$ cat config.mk
export PLATFORM = sky130hd
export DESIGN_NAME = async_sram_ctrl
export DESIGN_NICKNAME = d
export VERILOG_FILES = /design/src/rtl/asc_pkg.sv /design/src/rtl/asc_mode_sel.sv /design/src/rtl/asc_lane_gen.sv /design/src/rtl/asc_phase_seq.sv /design/src/rtl/asc_rd_capture.sv /design/src/rtl/async_sram_ctrl.sv
export SDC_FILE = /design/constraint.sdc
export NUM_CORES = 1
export LEC_CHECK = 0
export ABC_CLOCK_PERIOD_IN_PS = 8300
export BUFFER_PORTS_ARGS = -buffer_cell sky130_fd_sc_hd__buf_2
export CAP_MARGIN = 20
export CORE_UTILIZATION = 43
export DETAILED_ROUTE_END_ITERATION = 8
export PLACE_DENSITY = 0.62
export SLEW_MARGIN = 20
export SYNTH_ARGS = -nofsm -noshare
export SYNTH_HDL_FRONTEND = slang
export SYNTH_SLANG_ARGS = --single-unit
export TNS_END_PERCENT = 10
$ cat constraint.sdc
create_clock -name clk -period 8.3 [get_ports clk]
set_input_delay 1.245 -clock clk [delete_from_list [all_inputs] [get_ports clk]]
set_output_delay 1.245 -clock clk [all_outputs]
set_load 0.05 [all_outputs]
$ cat src/rtl/asc_pkg.sv
package asc_pkg;

  typedef enum logic [2:0] {
    ST_IDLE,
    ST_SETUP,
    ST_DATA,
    ST_HOLD,
    ST_GAP
  } phase_t;

  localparam logic [1:0] SZ_BYTE = 2'd0;
  localparam logic [1:0] SZ_HALF = 2'd1;
  localparam logic [1:0] SZ_WORD = 2'd2;

  localparam logic [1:0] MT_SRAM  = 2'd0;
  localparam logic [1:0] MT_PSRAM = 2'd1;
  localparam logic [1:0] MT_NOR   = 2'd2;

  localparam int WORD_W = 32;
  localparam int HALF_W = 16;

  typedef struct packed {
    logic adv_en;    // address-valid pulse during setup
    logic oe_early;  // read strobe from start of setup
  } mode_flags_t;

  localparam mode_flags_t MODE_ONE = '{adv_en: 1'b0, oe_early: 1'b1};
  localparam mode_flags_t MODE_TWO = '{adv_en: 1'b1, oe_early: 1'b0};

  function automatic mode_flags_t variant_flags(input logic [1:0] code);
    mode_flags_t f;
    f.adv_en   = (code == 2'd1) || (code == 2'd2);
    f.oe_early = code[1];
    return f;
  endfunction

endpackage

$ cat src/rtl/asc_mode_sel.sv
module asc_mode_sel
  import asc_pkg::*;
#(
  parameter int CNT_W = 4
) (
  input  logic             ext,
  input  logic [1:0]       mem_type,
  input  logic             is_wr,
  input  logic [1:0]       rd_mode,
  input  logic [1:0]       wr_mode,
  input  logic [CNT_W-1:0] rd_addset,
  input  logic [CNT_W-1:0] rd_datast,
  input  logic [CNT_W-1:0] wr_addset,
  input  logic [CNT_W-1:0] wr_datast,
  output mode_flags_t      flags,
  output logic [CNT_W-1:0] addset,
  output logic [CNT_W-1:0] datast
);

  logic [CNT_W-1:0] ds_raw;

  always_comb begin
    if (ext) begin
      flags  = variant_flags(is_wr ? wr_mode : rd_mode);
      addset = is_wr ? wr_addset : rd_addset;
      ds_raw = is_wr ? wr_datast : rd_datast;
    end else begin
      flags  = (mem_type == MT_NOR) ? MODE_TWO : MODE_ONE;
      addset = rd_addset;
      ds_raw = rd_datast;
    end
    datast = (ds_raw == '0) ? CNT_W'(1) : ds_raw;
  end

endmodule

$ cat src/rtl/asc_lane_gen.sv
module asc_lane_gen
  import asc_pkg::*;
(
  input  logic [1:0]        size,
  input  logic              a0,
  input  logic [WORD_W-1:0] wdata,
  output logic [1:0]        lanes_n,
  output logic [HALF_W-1:0] lo_hw,
  output logic [HALF_W-1:0] hi_hw
);

  always_comb begin
    hi_hw = wdata[WORD_W-1:HALF_W];
    if (size == SZ_BYTE) begin
      lanes_n = a0 ? 2'b01 : 2'b10;
      lo_hw   = {wdata[7:0], wdata[7:0]};
    end else begin
      lanes_n = 2'b00;
      lo_hw   = wdata[HALF_W-1:0];
    end
  end

endmodule

$ cat src/rtl/asc_phase_seq.sv
module asc_phase_seq
  import asc_pkg::*;
#(
  parameter int CNT_W = 4
) (
  input  logic             clk,
  input  logic             rst,
  input  logic             start,
  input  logic             split,
  input  logic [CNT_W-1:0] addset,
  input  logic [CNT_W-1:0] datast,
  output phase_t           st,
  output phase_t           st_nxt,
  output logic             half,
  output logic             half_nxt,
  output logic             cap_en
);

  logic [CNT_W-1:0] cnt, cnt_nxt;

  always_comb begin
    st_nxt   = st;
    half_nxt = half;
    cnt_nxt  = cnt;
    unique case (st)
      ST_IDLE: begin
        if (start) begin
          half_nxt = 1'b0;
          if (addset != '0) begin
            st_nxt  = ST_SETUP;
            cnt_nxt = addset;
          end else begin
            st_nxt  = ST_DATA;
            cnt_nxt = datast;
          end
        end
      end
      ST_SETUP: begin
        if (cnt <= CNT_W'(1)) begin
          st_nxt  = ST_DATA;
          cnt_nxt = datast;
        end else begin
          cnt_nxt = cnt - CNT_W'(1);
        end
      end
      ST_DATA: begin
        if (cnt <= CNT_W'(1)) st_nxt = ST_HOLD;
        else cnt_nxt = cnt - CNT_W'(1);
      end
      ST_HOLD: begin
        if (split && !half) begin
          half_nxt = 1'b1;
          if (addset != '0) begin
            st_nxt  = ST_SETUP;
            cnt_nxt = addset;
          end else begin
            st_nxt  = ST_DATA;
            cnt_nxt = datast;
          end
        end else begin
          st_nxt = ST_GAP;
        end
      end
      ST_GAP:  st_nxt = ST_IDLE;
      default: st_nxt = ST_IDLE;
    endcase
  end

  assign cap_en = (st == ST_DATA) && (cnt <= CNT_W'(1));

  always_ff @(posedge clk) begin
    if (rst) begin
      st   <= ST_IDLE;
      half <= 1'b0;
      cnt  <= '0;
    end else begin
      st   <= st_nxt;
      half <= half_nxt;
      cnt  <= cnt_nxt;
    end
  end

endmodule

$ cat src/rtl/asc_rd_capture.sv
module asc_rd_capture
  import asc_pkg::*;
(
  input  logic              clk,
  input  logic              rst,
  input  logic              cap_en,
  input  logic              cap_upper,
  input  logic [HALF_W-1:0] dq_in,
  input  logic              load,
  input  logic [1:0]        size,
  input  logic              a0,
  output logic [WORD_W-1:0] rdata
);

  logic [HALF_W-1:0] lo_q, hi_q;
  logic [WORD_W-1:0] word;

  always_comb begin
    unique case (size)
      SZ_BYTE: word = {24'd0, a0 ? lo_q[15:8] : lo_q[7:0]};
      SZ_HALF: word = {16'd0, lo_q};
      default: word = {hi_q, lo_q};
    endcase
  end

  always_ff @(posedge clk) begin
    if (rst) begin
      lo_q  <= '0;
      hi_q  <= '0;
      rdata <= '0;
    end else begin
      if (cap_en) begin
        if (cap_upper) hi_q <= dq_in;
        else lo_q <= dq_in;
      end
      if (load) rdata <= word;
    end
  end

endmodule

$ cat src/rtl/async_sram_ctrl.sv
module async_sram_ctrl
  import asc_pkg::*;
#(
  parameter int ADDR_W = 20,
  parameter int CNT_W  = 4
) (
  input  logic              clk,
  input  logic              rst,
  input  logic              req_valid,
  input  logic              req_write,
  input  logic [1:0]        req_size,
  input  logic [ADDR_W-1:0] req_addr,
  input  logic [31:0]       req_wdata,
  output logic              busy,
  output logic              done,
  output logic [31:0]       rdata,
  input  logic              cfg_ext,
  input  logic [1:0]        cfg_mem_type,
  input  logic [1:0]        cfg_rd_mode,
  input  logic [1:0]        cfg_wr_mode,
  input  logic [CNT_W-1:0]  cfg_rd_addset,
  input  logic [CNT_W-1:0]  cfg_rd_datast,
  input  logic [CNT_W-1:0]  cfg_wr_addset,
  input  logic [CNT_W-1:0]  cfg_wr_datast,
  output logic              mem_ce_n,
  output logic              mem_oe_n,
  output logic              mem_we_n,
  output logic              mem_adv_n,
  output logic [1:0]        mem_bl_n,
  output logic [ADDR_W-2:0] mem_addr,
  output logic [15:0]       mem_dq_out,
  output logic              mem_dq_oe,
  input  logic [15:0]       mem_dq_in
);

  localparam int HW_AW = ADDR_W - 1;

  typedef struct packed {
    logic              wr;
    logic [1:0]        size;
    logic              a0;
    logic [HW_AW-1:0]  base;
    logic [HALF_W-1:0] lo_hw;
    logic [HALF_W-1:0] hi_hw;
    logic [1:0]        lanes;
    mode_flags_t       flags;
    logic [CNT_W-1:0]  addset;
    logic [CNT_W-1:0]  datast;
  } ctx_t;

  ctx_t ctx, ctx_nxt, ctx_new;
  phase_t st, st_nxt;
  logic half, half_nxt, cap_en, start;
  logic active_nxt;

  assign start = req_valid && (st == ST_IDLE);

  asc_mode_sel #(.CNT_W(CNT_W)) u_mode (
    .ext       (cfg_ext),
    .mem_type  (cfg_mem_type),
    .is_wr     (req_write),
    .rd_mode   (cfg_rd_mode),
    .wr_mode   (cfg_wr_mode),
    .rd_addset (cfg_rd_addset),
    .rd_datast (cfg_rd_datast),
    .wr_addset (cfg_wr_addset),
    .wr_datast (cfg_wr_datast),
    .flags     (ctx_new.flags),
    .addset    (ctx_new.addset),
    .datast    (ctx_new.datast)
  );

  asc_lane_gen u_lane (
    .size    (req_size),
    .a0      (req_addr[0]),
    .wdata   (req_wdata),
    .lanes_n (ctx_new.lanes),
    .lo_hw   (ctx_new.lo_hw),
    .hi_hw   (ctx_new.hi_hw)
  );

  assign ctx_new.wr   = req_write;
  assign ctx_new.size = req_size;
  assign ctx_new.a0   = req_addr[0];
  assign ctx_new.base = req_addr[ADDR_W-1:1];

  assign ctx_nxt = start ? ctx_new : ctx;

  asc_phase_seq #(.CNT_W(CNT_W)) u_seq (
    .clk      (clk),
    .rst      (rst),
    .start    (start),
    .split    (ctx_nxt.size == SZ_WORD),
    .addset   (ctx_nxt.addset),
    .datast   (ctx_nxt.datast),
    .st       (st),
    .st_nxt   (st_nxt),
    .half     (half),
    .half_nxt (half_nxt),
    .cap_en   (cap_en)
  );

  asc_rd_capture u_cap (
    .clk       (clk),
    .rst       (rst),
    .cap_en    (cap_en),
    .cap_upper (half),
    .dq_in     (mem_dq_in),
    .load      (st_nxt == ST_GAP),
    .size      (ctx.size),
    .a0        (ctx.a0),
    .rdata     (rdata)
  );

  assign active_nxt = (st_nxt == ST_SETUP) || (st_nxt == ST_DATA) || (st_nxt == ST_HOLD);

  always_ff @(posedge clk) begin
    if (rst) begin
      ctx        <= '0;
      busy       <= 1'b0;
      done       <= 1'b0;
      mem_ce_n   <= 1'b1;
      mem_oe_n   <= 1'b1;
      mem_we_n   <= 1'b1;
      mem_adv_n  <= 1'b1;
      mem_bl_n   <= 2'b11;
      mem_dq_oe  <= 1'b0;
      mem_addr   <= '0;
      mem_dq_out <= '0;
    end else begin
      ctx       <= ctx_nxt;
      busy      <= (st_nxt != ST_IDLE);
      done      <= (st_nxt == ST_GAP);
      mem_ce_n  <= 1'b1;
      mem_oe_n  <= 1'b1;
      mem_we_n  <= 1'b1;
      mem_adv_n <= 1'b1;
      mem_bl_n  <= 2'b11;
      mem_dq_oe <= 1'b0;
      unique case (st_nxt)
        ST_SETUP: begin
          mem_ce_n  <= 1'b0;
          mem_oe_n  <= ~(~ctx_nxt.wr & ctx_nxt.flags.oe_early);
          mem_adv_n <= ~ctx_nxt.flags.adv_en;
          mem_bl_n  <= ctx_nxt.lanes;
        end
        ST_DATA: begin
          mem_ce_n  <= 1'b0;
          mem_oe_n  <= ctx_nxt.wr;
          mem_we_n  <= ~ctx_nxt.wr;
          mem_dq_oe <= ctx_nxt.wr;
          mem_bl_n  <= ctx_nxt.lanes;
        end
        ST_HOLD: begin
          mem_ce_n  <= 1'b0;
          mem_dq_oe <= ctx_nxt.wr;
          mem_bl_n  <= ctx_nxt.lanes;
        end
        default: ;
      endcase
      if (active_nxt) begin
        mem_addr   <= ctx_nxt.base + HW_AW'(half_nxt);
        mem_dq_out <= half_nxt ? ctx_nxt.hi_hw : ctx_nxt.lo_hw;
      end
    end
  end

endmodule

# [Yosys cells after proc, flatten, opt, wreduce, memory -nomap -nowiden]
# Index checks and enable logic that the tools add are counted.
[totals] ff_bits=183 input_bits=97 output_inout_bits=76 wordCells=109
[op_classes] add_sub_neg=2 n_lt_le_gt_ge=1 eq_ne=15 n_mux=32 n_bitwise=9 n_reduce_logical=23
[op_table] op="$mux 67" n=1
[op_table] op="$pmux 32 s2" n=1
[op_table] op="$mux 4" n=10
[op_table] op="$mux 16" n=2
[op_table] op="$add 19x1->19" n=1
[op_table] op="$pmux 4 s4" n=1
[op_table] op="$eq 3x2->1 const B" n=4
[op_table] op="$mux 2" n=6
[op_table] op="$mux 3" n=4
[op_table] op="$pmux 3 s4" n=1
[op_table] op="$reduce_or 2->1" n=5
[op_table] op="$mux 8" n=1
[op_table] op="$not 1->1" n=8
[op_table] op="$reduce_bool 4->1" n=2
[op_table] op="$eq 2x2->1 const B" n=3
[op_table] op="$eq 3x1->1 const B" n=2
[op_table] op="$eq 2x1->1 const B" n=2
[op_table] op="$le 4x1->1 const B" n=1
[op_table] op="$logic_not 2->1" n=2
[op_table] op="$logic_not 4->1" n=1
[op_table] op="$ne 2x2->1 const B" n=2
[op_table] op="$pmux 1 s2" n=2
[op_table] op="$reduce_and 2->1" n=2
[op_table] op="$reduce_and 4->1" n=1
[op_table] op="11 further kinds" n=17

# [Logic depth before layout (Yosys ltp)]
[depth] depth_word=13 depth_mapped=16 depth_no_buf=11

# [By module]
# Synthesis repeated with hierarchy kept, for this count alone.
[unflattened] cells_unflattened=922 area_unflattened_um2=8121.5
[by_module_without_submodules] mod="async_sram_ctrl" instances=1 cells_per_inst=473 area_per_inst_um2=4520.6 seq_area_each_um2=2222.1
[by_module_without_submodules] mod="asc_rd_capture" instances=1 cells_per_inst=296 area_per_inst_um2=2406.1 seq_area_each_um2=1281.2
[by_module_without_submodules] mod="asc_phase_seq" instances=1 cells_per_inst=98 area_per_inst_um2=718.2 seq_area_each_um2=160.2
[by_module_without_submodules] mod="asc_lane_gen" instances=1 cells_per_inst=35 area_per_inst_um2=294.0 seq_area_each_um2=0.0
[by_module_without_submodules] mod="asc_mode_sel" instances=1 cells_per_inst=20 area_per_inst_um2=182.7 seq_area_each_um2=0.0

# [Least setup slack after synthesis]
# No wires, ideal clock.
[synth_path] kind="input port to flip-flop" from="in req_valid" to="reg mem_addr[10]" t_arrival_ps=3811 setup_slack_ps=4360 cell_stages=15 path_cell_list="or4b_1 > buf_2 > buf_2 > buf_1 > clkbuf_1 > nand2_1 > nand2_1 > ha_1 > ha_1 > clkbuf_1 > nand3_1 > mux2i_1 > o211ai_1 > xnor2_1 > o21ai_0"
[synth_rtl] item="from (decl)" line_no="async_sram_ctrl.sv:9" source="input logic req_valid,"
[synth_rtl] item="to (signal assigned)" line_no="async_sram_ctrl.sv:162" source="mem_addr <= ctx_nxt.base + HW_AW'(half_nxt);"
[synth_rtl] item="to (decl)" line_no="async_sram_ctrl.sv:30" source="output logic [ADDR_W-2:0] mem_addr,"

# [Final worst setup path]
[layout_path] from="in req_valid" to="reg mem_addr[10]"
[layout_via] elab_chain_cells=9 elab_cells_between_ends=18 classes_between="1 x add/sub; 4 x eq/ne; 8 x mux; 5 x reduce/logical"
[layout_lines] item="$logic_and 1x1->1 *" line_no="async_sram_ctrl.sv:56" source="assign start = req_valid && (st == ST_IDLE);"
[layout_lines] item="branches (longest 8 deep; another with $add 19x1->19)"
# Every way passes the cells marked *.
# A chain may end at the register's enable or synchronous reset.

==> results.yml <==
setup_path:
  crit_type: "in -> reg"
  regToRegEndpoint: "mem_addr[10]"
  critPathMostFrequentCell: "ha_1"
  required_ns: 8.58
  cp-start-kind: "input port"
  reg2regPathDepth: 10
  slowest_delay_ns: 0.48
  worst-path-buf-inv: 2
  slowest_stage: "or4b_4"
  worst-path-max-fanout: 40
  crit_chain: "buf_2 > or4b_4 > o21ai_2 > inv_2 > ha_1 > ha_1 > nand3_1 > mux2i_1 > o211ai_1 > xnor2_1 > o21ai_0"
  critPathArrivalTime_ns: 4.15
  crit_path_end_kind: "flop"
  crit_family: "adder cells"
  r2r_start: "u_seq.st[2]"
  regToRegSetupSlack_ns: 4.52
clocking:
  clock_sinks: 183
  clock_path_buffers: 2
  cts_tree: "done"
  cts_resized: 0
  path_clk_slew_ns: 0.07
  ctsHoldBuffers: 0
  post_cts_buffers: 0
  cts-root-buf: "clkbuf_16"
  h-tree-depth: 4
  cts_made_buffers: 17
  clk_latency_ns: 0.43
timing:
  drv_slew: 0
  clock.fmax_mhz: 259
  fin_hold_ws_ns: 0.452
  slew_headroom_pct: 33.5
  tns_ns: 0
  post-route-min-period_ns: 3.86
  rsz0062_at_grt: "false"
  period_share_pct: 46.5
  finClkSkew_ns: 0.00652
  tightest_slew_ns: 0.994
  finalSetupViolations: 0
  hold_violations: 0
hold_path:
  hold_path_end: "ctx[63]"
  holdCritPathClass: "reg -> reg"
  hold_depth: 2
  hold_start: "ctx[63]"
logic_synthesis:
  synth_edf_count: 0
  synth_cell_types: 63
  syn-num-nets: 953
  synth.avg_cell_area_um2: 8.90
  synthArstFlopShare_pct: 0
  ys_warn_count: 0
  yosysSeqAreaShare_pct: 48.3
  synth_cells: 852
  netlist_area_mm2: 0.00758
  ys_ff_latch: 183
  synth_ff_type: "dfxtp_1"
placed_design:
  globalplace.congestion: 0.905
  port_buffers: 172
  place.detailed.hpwl_um: 14000
final_layout:
  layout_commonest_cell: "dfxtp_1"
  areaGrowthSynthToFinish_pct: 21.1
  fin_util_pct: 53.3
  drive_gt1_share_pct: 23.1
  fillers: 1613
  nets: 1093
  layout_common_cells: "dfxtp_1, buf_2, nand2_1, nor2_1"
die:
  die-area_mm2: 0.0182
  die_w_um: 135
  boundaryPins: 173
  die_y_um: 135
  coreArea_mm2: 0.0172
  start_util_pct: 44.0
  rows: 48
flow_run:
  cap_violations: 0
grt:
  antenna_found_initial: 2
  grt_usage_pct: 22.5
  grt_pass1_vias: 5959
  grt_max_degree: 84
  overflow: 0
  grt_pass1_wl_um: 32000
pwr:
  vdd_drop_max_mv: 0.185
  p_per_area_mw_per_mm2: 297
  p_leak_nw: 3.76
route:
  vias_per_cell: 5.40
  avgRoutedWirePerCell_um: 16.6
  drt_iter0_markers: 464
  firstDrtPassIters: 5
  detail-route-antenna-nets: 0
  drc_errors: 0
  dr_total_vias: 6651
  totalWireLength_um: 20400
status:
  outcome: "completed"
==> cell families (layout without fill, tap and decap cells) <==
group / count (synthesis) / in the layout / share of synthesized area [%]
and+or+nand+nor: 333 / 333 / 20.0
adders and majority gates: 4 / 4 / 0.660
AOI/OAI and AO/OA: 188 / 188 / 17.1
xor gates and xnor gates: 17 / 17 / 1.96
DFF: 183 / 183 / 48.3
muxes: 62 / 62 / 8.25
other: 0 / 1 / 0
buffers and inverters: 65 / 218 / 3.78
==> Yosys cell counts (16+ instances only) <==
master / n / area, um2
dfxtp_1: 183 / 3660
nand2_1: 138 / 518
nor2_1: 85 / 319
a21oi_1: 59 / 295
mux2i_1: 58 / 581
clkbuf_1: 36 / 135
nor3_1: 29 / 145
o21ai_0: 29 / 145
a22o_1: 25 / 219
a211oi_1: 21 / 158
buf_2: 16 / 80.1
nand3_1: 16 / 80.1
==> flip-flops by register name, indices dropped and copies added (netlist names) <==
signal / flops
ctx: 67
u_cap.rdata: 32
mem_addr: 19
mem_dq_out: 16
u_cap.hi_q: 16
u_cap.lo_q: 16
u_seq.cnt: 4
u_seq.st: 3
mem_bl_n: 2
busy: 1
done: 1
mem_adv_n: 1
mem_ce_n: 1
mem_dq_oe: 1
mem_oe_n: 1
mem_we_n: 1
u_seq.half: 1
==> power breakdown <==
| part | leakage, nW | switching (W) | internal [W] | total (W) |
|---|---|---|---|---|
| registers | 1.49 | 0.0000901 | 0.00101 | 0.00110 |
| clock network | 0.306 | 0.000337 | 0.000497 | 0.000834 |
| logic | 1.96 | 0.000548 | 0.000253 | 0.000802 |
==> how the worst max path moves through the flow <==
stage | cells after the start | startpoint | slack [ns] | endpoint
finish | 11 | req_valid | 4.44 | mem_addr[10]
global route | 11 | req_valid | 4.12 | mem_addr[10]
CTS | 11 | req_valid | 4.45 | mem_addr[10]
detailed placement | 11 | req_valid | 4.00 | mem_addr[10]
global placement | 11 | req_valid | 4.08 | mem_addr[10]
floorplan | 15 | req_valid | 4.36 | mem_addr[10]
==> layout make-up <==
cell class	count	area, um2	share of cell area, %
Multi-Input combinational cell	604	3670	40.0
Timing Repair Buffer	180	923	10.1
Sequential cell	183	3660	39.9
Inverter	6	22.5	0.245
Antenna cell	1	2.50	0.0272
Tap cell	225	282	3.07
Clock inverter	12	149	1.62
Clock buffer	20	467	5.08
==> worst reg2reg max path: cells and delay by family (launching register included) <==
family,cells,cell delay [ns]
adder cells (fa/ha/maj),2,0.78
XOR/XNOR,1,0.17
buffers and inverters,1,0.40
multiplexers,1,0.32
AND/OR/NAND/NOR,2,0.65
AO/OA/AOI/OAI,3,0.53
flip-flops,1,0.78
==> metal layers <==
metal | track usage (%) | part of all wire [%]
met1 | 32.7 | 49
met2 | 32.8 | 43
met3 | 4.88 | 6.8
met4 | 7.49 | 1.5
met5 | 0 | 0.039
==> per-stage QoR <==
step	area, um2	setup slack, ns	power [W]	instances
after floorplan	7580	4.36	0.00171	852
after global placement	8560	4.08	0.00191	1198
after detailed placement	8560	4.00	0.00191	1198
after CTS	9180	4.45	0.00275	1230
after global routing	9180	4.12	0.00287	1230
final	9180	4.44	0.00273	1231
(Power assumes the default switching activity.)
